**src/rtl/tfir_pkg.sv**
```systemverilog
package tfir_pkg;
   // Operating mode of the summing chain.
   typedef enum logic {
      MODE_STREAM = 1'b0,
      MODE_ILV    = 1'b1
   } tfir_mode_e;

   // Fixed architectural latencies (sample capture to output).
   localparam int LAT_STREAM = 2;
   localparam int LAT_ILV    = 3;
endpackage

```
**src/rtl/tfir_wsel.sv**
```systemverilog
module tfir_wsel #(
   parameter int TAPS = 5,
   parameter int IDXW = 3
) (
   input  logic            clk,
   input  logic            rst_n,
   input  logic            wr,
   input  logic [IDXW-1:0] idx,
   output logic [TAPS-1:0] ld_vec
);
   initial assert ((1 << IDXW) >= TAPS) else $error("tap index too narrow");

   for (genvar j = 0; j < TAPS; j++) begin : g_dec
      assign ld_vec[j] = wr && (idx == IDXW'(j));
   end

   // a strobe selects at most one tap
   p_one_tap_r3: assert property (@(posedge clk) disable iff (!rst_n)
      $onehot0(ld_vec));
   // an index beyond the top tap selects nothing
   p_oor_ignored_r3: assert property (@(posedge clk) disable iff (!rst_n)
      (wr && (int'(idx) >= TAPS)) |-> (ld_vec == '0));
   // an in-range index loads its tap
   p_hit_r2: assert property (@(posedge clk) disable iff (!rst_n)
      (wr && (int'(idx) < TAPS)) |-> (ld_vec != '0));
endmodule

```
**src/rtl/tfir_mac_cell.sv**
```systemverilog
module tfir_mac_cell #(
   parameter int DW = 12,
   parameter int CW = 12,
   parameter int SW = 26
) (
   input  logic          clk,
   input  logic          rst_n,
   input  logic          ld_smp,
   input  logic [DW-1:0] smp,
   input  logic          ld_w,
   input  logic [CW-1:0] w,
   input  logic [SW-1:0] addend,
   input  logic          pass,
   output logic [SW-1:0] sum_o
);
   localparam int PW = DW + CW;
   initial assert (SW > PW) else $error("sum path must exceed product width");

   logic signed [DW-1:0] smp_q;
   logic signed [CW-1:0] w_q;
   logic signed [PW-1:0] prod_q;
   logic        [SW-1:0] add_q;
   logic        [SW-1:0] hold_q;
   logic        [SW-1:0] sum_c;

   always_ff @(posedge clk) begin
      if (!rst_n) begin
         smp_q  <= '0;
         w_q    <= '0;
         prod_q <= '0;
         add_q  <= '0;
         hold_q <= '0;
      end else begin
         if (ld_smp) smp_q <= smp;
         if (ld_w)   w_q   <= w;
         prod_q <= PW'(smp_q) * PW'(w_q);
         add_q  <= addend;
         hold_q <= sum_c;
      end
   end

   assign sum_c = {{(SW-PW){prod_q[PW-1]}}, prod_q} + add_q;
   assign sum_o = pass ? sum_c : hold_q;
endmodule

```
**src/rtl/tfir_vld_pipe.sv**
```systemverilog
module tfir_vld_pipe
   import tfir_pkg::*;
(
   input  logic clk,
   input  logic rst_n,
   input  logic vin,
   input  logic ilv,
   output logic vout
);
   logic [LAT_ILV-1:0] v_q;

   always_ff @(posedge clk) begin
      if (!rst_n) v_q <= '0;
      else        v_q <= {v_q[LAT_ILV-2:0], vin};
   end

   assign vout = ilv ? v_q[LAT_ILV-1] : v_q[LAT_STREAM-1];

   // latency of the valid flag in each mode
   p_lat_stream_r6: assert property (@(posedge clk) disable iff (!rst_n)
      (!ilv && vout) |-> $past(vin, 2));
   p_lat_ilv_r6: assert property (@(posedge clk) disable iff (!rst_n)
      (ilv && vout) |-> $past(vin, 3));
endmodule

```
**src/rtl/tfir_cascade.sv**
```systemverilog
module tfir_cascade
   import tfir_pkg::*;
#(
   parameter int TAPS = 5,
   parameter int DW   = 12,
   parameter int CW   = 12,
   parameter int SW   = 26,
   parameter int IDXW = 3
) (
   input  logic            clk,
   input  logic            rst_n,
   input  logic            smp_vld,
   input  logic [DW-1:0]   smp_in,
   input  logic            w_wr,
   input  logic [IDXW-1:0] w_idx,
   input  logic [CW-1:0]   w_data,
   input  logic            ilv_mode,
   output logic [SW-1:0]   y_out,
   output logic            y_vld
);
   initial assert (TAPS >= 1) else $error("at least one tap required");

   tfir_mode_e      mode;
   logic            pass;
   logic [TAPS-1:0] ld_vec;
   logic [SW-1:0]   link [TAPS];
   logic [SW-1:0]   psum [TAPS];

   assign mode = tfir_mode_e'(ilv_mode);
   assign pass = (mode == MODE_STREAM);

   tfir_wsel #(.TAPS(TAPS), .IDXW(IDXW)) i_wsel (
      .clk(clk), .rst_n(rst_n), .wr(w_wr), .idx(w_idx), .ld_vec(ld_vec)
   );

   // Stage j holds weight h(TAPS-1-j); stage 0 starts from a zero addend.
   for (genvar j = 0; j < TAPS; j++) begin : g_stage
      if (j == 0) begin : g_head
         assign link[j] = '0;
      end else begin : g_body
         assign link[j] = psum[j-1];
      end
      tfir_mac_cell #(.DW(DW), .CW(CW), .SW(SW)) i_cell (
         .clk(clk), .rst_n(rst_n),
         .ld_smp(smp_vld), .smp(smp_in),
         .ld_w(ld_vec[TAPS-1-j]), .w(w_data),
         .addend(link[j]), .pass(pass), .sum_o(psum[j])
      );
   end

   assign y_out = psum[TAPS-1];

   tfir_vld_pipe i_vld (
      .clk(clk), .rst_n(rst_n), .vin(smp_vld), .ilv(ilv_mode), .vout(y_vld)
   );
endmodule

```
**config.mk**
```make
export PLATFORM = sky130hd
export DESIGN_NAME = tfir_cascade
export DESIGN_NICKNAME = d
export VERILOG_FILES = /design/src/rtl/tfir_pkg.sv /design/src/rtl/tfir_wsel.sv /design/src/rtl/tfir_mac_cell.sv /design/src/rtl/tfir_vld_pipe.sv /design/src/rtl/tfir_cascade.sv
export SDC_FILE = /design/constraint.sdc
export NUM_CORES = 2
export LEC_CHECK = 0
export BUFFER_PORTS_ARGS = -buffer_cell sky130_fd_sc_hd__buf_2
export CAP_MARGIN = 20
export CORE_ASPECT_RATIO = 0.5
export CORE_MARGIN = 4
export CORE_UTILIZATION = 40
export CTS_CLUSTER_DIAMETER = 40
export DETAILED_ROUTE_END_ITERATION = 16
export SETUP_SLACK_MARGIN = 0.2
export SLEW_MARGIN = 40
export SYNTH_ARGS = -nofsm -noshare
export SYNTH_HDL_FRONTEND = slang
export SYNTH_SLANG_ARGS = --single-unit
```
**constraint.sdc**
```tcl
create_clock -name clk -period 5.8 [get_ports clk]
set_clock_uncertainty 0.15 [all_clocks]
set_input_delay 1.16 -clock clk [delete_from_list [all_inputs] [get_ports clk]]
set_output_delay 1.16 -clock clk [all_outputs]
set_load 0.005 [all_outputs]
```
==> results.json <==
{
  "status": "finished, final reports clean",
  "relSlewSlack_pct": 39.9,
  "rows": 86,
  "io_buffers": 58,
  "period_share_pct": 96.2,
  "pwr-share-comb_pct": 14.1,
  "r2r-start": "g_stage[2].i_cell.smp_q[5]$_SDFFE_PN0P_",
  "syn_nets": 6183,
  "ir_drop_mv": 0.217,
  "core_area_um2": 111000,
  "yosys.area_share.xor_xnor_pct": 3.15,
  "min_from": "i_vld.v_q[0]$_SDFF_PN0_",
  "critical_path.max_fanout": 15,
  "cp_data_arrival_time_ps": 5960,
  "max_cap_violations": 0,
  "synth-edff-count": 0,
  "endpoint_kind": "register",
  "clockPowerShare_pct": 47.2,
  "synth_top_cell_by_area": "fa_1",
  "start_util_pct": 40.6,
  "vias": 34400,
  "finalNetCount": 6275,
  "htree_levels": 2,
  "grt_overflow": 0,
  "setup_tns_ps": 0,
  "synth_compound_area_share_pct": 9.06,
  "synth_common_cells": "inv_1 (899), nand2_1 (721), fa_1 (694), dfxtp_1 (425), ha_1 (354)",
  "syn_avg_cell_area_um2": 8.81,
  "clk_latency_ps": 650,
  "gp_congestion": 0.885,
  "slew_viol_final": 0,
  "seq_power_share_pct": 38.7,
  "drt_iter0_drc": 2315,
  "r2r_slack_ps": 220,
  "clock-root-buffer": "clkbuf_16",
  "synth_cell_types": 83,
  "vias_per_cell": 5.10,
  "power.density_nw_per_um2": 155,
  "drcViolationCount": 0,
  "cts_buffers": 60,
  "ant_nets": 0,
  "wl_um": 123000,
  "tightest_slew_ps": 897,
  "dr.pass1.iters": 6,
  "antenna_found_initial": 5,
  "clk_pin_slew_ps": 60,
  "yosysWarnings": 0,
  "synth_fa_ha_area_share_pct": 40.7,
  "postLayoutCoreUtil_pct": 46.3,
  "synthSimpleGateAreaFrac_pct": 17.2,
  "synth_seq_cells": 425,
  "synth_top_area_share_pct": 30.9,
  "p_leak_nw": 25.0,
  "async_flop_share_pct": 0,
  "cellInternalPower_mw": 5.62,
  "switching_share_pct": 29.5,
  "cts_sinks": 425,
  "cts_hold_buf": 0,
  "num_io_pins": 59,
  "nFillCells": 10600,
  "dpl.hpwl_um": 94300,
  "postSynthCellCount": 5103,
  "synth_top_family_by_area": "adder cells",
  "synth.most_common_cell": "inv_1",
  "grt_pass1_wl_um": 193000,
  "hp-class": "reg -> reg",
  "design_area_um2": 51300,
  "avgRoutedWirePerCell_um": 18.2,
  "p_switching_mw": 2.35,
  "min_to": "i_vld.v_q[1]$_SDFF_PN0_",
  "yosys_most_used_dff": "dfxtp_1",
  "path_class": "reg -> reg",
  "worst_setup_path_start_kind": "register",
  "finalPower_mw": 7.98,
  "layout-drive-gt1-share_pct": 11.1,
  "min_path_cells": 1,
  "grt_use_total_pct": 20.4,
  "grt_pass1_vias": 35000,
  "rsz0062_at_grt": "true",
  "clockBufferDepth": 3,
  "hold_violations": 0,
  "cp_data_required_time_ps": 6180,
  "dieWidth_um": 482,
  "chipHeight_um": 245,
  "reg2regPathDepth": 17,
  "dpl_cell_area_um2": 47500,
  "min_period_ps": 5580,
  "areaGrowthSynthToFinish_pct": 14.1,
  "grt_max_degree": 117,
  "netlist_area_um2": 45000,
  "die_area_um2": 118000,
  "max_freq_mhz": 179,
  "muxShareOfSynthArea_pct": 1.39,
  "ys_seq_area_share_pct": 18.9,
  "r2r_end": "g_stage[2].i_cell.prod_q[22]$_SDFF_PN0_",
  "finalSetupViolCount": 0,
  "synth_area_leaders": "fa_1 (31%), dfxtp_1 (19%), ha_1 (9.8%)",
  "whs_ps": 287,
  "tritoncts": "yes"
}
==> metrics by stage <==
| stage | cells | setup slack (ps) |
|---|---|---|
| floorplan | 5103 | 203 |
| global placement | 6561 | 151 |
| detailed placement | 6561 | 14.2 |
| CTS | 6678 | 191 |
| global route | 6742 | 117 |
| finish | 6744 | 222 |
==> kinds of logic after synthesis <==
family | count (synthesis)
simple gates | 1648
buf+inv | 1141
fa+ha+maj | 1048
compound gates | 617
flops | 425
xor+xnor | 162
mux | 62
==> registers in the layout, indices dropped and copies added (netlist names) <==
name,cells
g_stage.i_cell.w_q,60
g_stage.i_cell.add_q,102
g_stage.i_cell.smp_q,12
g_stage.i_cell.hold_q,128
i_vld.v_q,3
g_stage.i_cell.prod_q,120
==> power by group through the flow <==
stage / logic, mW / registers (mW) / clock network [mW]
2_1_floorplan: 0.657 / 3.09 / 0
3_3_place_gp: 0.983 / 3.14 / 0
3_5_place_dp: 1.00 / 3.14 / 0
4_1_cts: 1.03 / 3.08 / 3.84
5_1_grt: 1.24 / 3.09 / 3.97
6_report: 1.13 / 3.08 / 3.77
==> layout make-up <==
class / instances / area, µm² / share of cell area (%)
antenna: 3 / 7.51 / 0.0146
tap: 1496 / 1870 / 3.65
clock buffer: 70 / 1600 / 3.12
timing repair buffer: 267 / 2530 / 4.93
multi-input combinational: 3537 / 32800 / 64.0
clock inverter: 42 / 474 / 0.924
sequential: 425 / 8580 / 16.7
inverter: 904 / 3400 / 6.63
==> cells in the final DEF (no fill, tap or decap), types with 54 or more instances in the layout <==
| cell type | synthesis | final |
|---|---|---|
| inv_1 | 899 | 885 |
| a21o_1 | 72 | 72 |
| mux2i_1 | 59 | 59 |
| dfxtp_1 | 425 | 388 |
| nand3_1 | 54 | 54 |
| xnor2_1 | 100 | 100 |
| nor2_1 | 284 | 281 |
| ha_1 | 354 | 329 |
| nor3_1 | 62 | 56 |
| buf_2 | 3 | 56 |
| clkbuf_16 | 0 | 71 |
| a21oi_1 | 192 | 179 |
| nand2_1 | 721 | 708 |
| fa_1 | 694 | 678 |
| o21ai_0 | 101 | 90 |
| buf_4 | 1 | 151 |
| xor2_1 | 62 | 60 |
| and2_1 | 316 | 312 |
==> worst max-delay path: stages (launching register included) <==
cell and delay, ps:
dfxtp_4 390, buf_12 160, buf_12 150, and2_1 160, fa_1 530, inv_1 50
fa_1 530, inv_1 50, fa_1 490, fa_1 520, fa_1 420, ha_1 220
or3_4 400, o21bai_2 240, a311o_1 320, a2111oi_4 380, nor4_1 110, o21a_1 190
==> layer usage <==
layer / wire [µm] / up-vias / track usage [%]
li1: - / 16100 / -
met1: 55900 / 17200 / 29.1
met2: 55900 / 878 / 33.0
met3: 6930 / 224 / 2.43
met4: 4340 / 0 / 5.32
met5: 0 / - / 0
==> how the worst max path moves through the flow <==
stage	from	endpoint	slack [ps]	depth (start not counted)
2_1_floorplan	g_stage[2].i_cell.smp_q[11]$_SDFFE_PN0P_	g_stage[2].i_cell.prod_q[22]$_SDFF_PN0_	200	23
3_3_place_gp	g_stage[2].i_cell.smp_q[0]$_SDFFE_PN0P_	g_stage[4].i_cell.prod_q[18]$_SDFF_PN0_	150	18
3_5_place_dp	g_stage[2].i_cell.smp_q[11]$_SDFFE_PN0P_	g_stage[0].i_cell.prod_q[23]$_SDFF_PN0_	10	19
4_1_cts	g_stage[2].i_cell.smp_q[8]$_SDFFE_PN0P_	g_stage[0].i_cell.prod_q[22]$_SDFF_PN0_	190	19
5_1_grt	g_stage[2].i_cell.smp_q[5]$_SDFFE_PN0P_	g_stage[2].i_cell.prod_q[22]$_SDFF_PN0_	120	19
6_report	g_stage[2].i_cell.smp_q[5]$_SDFFE_PN0P_	g_stage[2].i_cell.prod_q[22]$_SDFF_PN0_	220	17
==> timing repair <==
action,in CTS,in global routing
resized for setup,21,206
hold endpoints to repair,0,0
setup buffers,3,53
pin swaps,0,72
gates cloned,2,11
setup endpoints to repair,12,41
No activity file was read; power rests on OpenSTA's default activity.
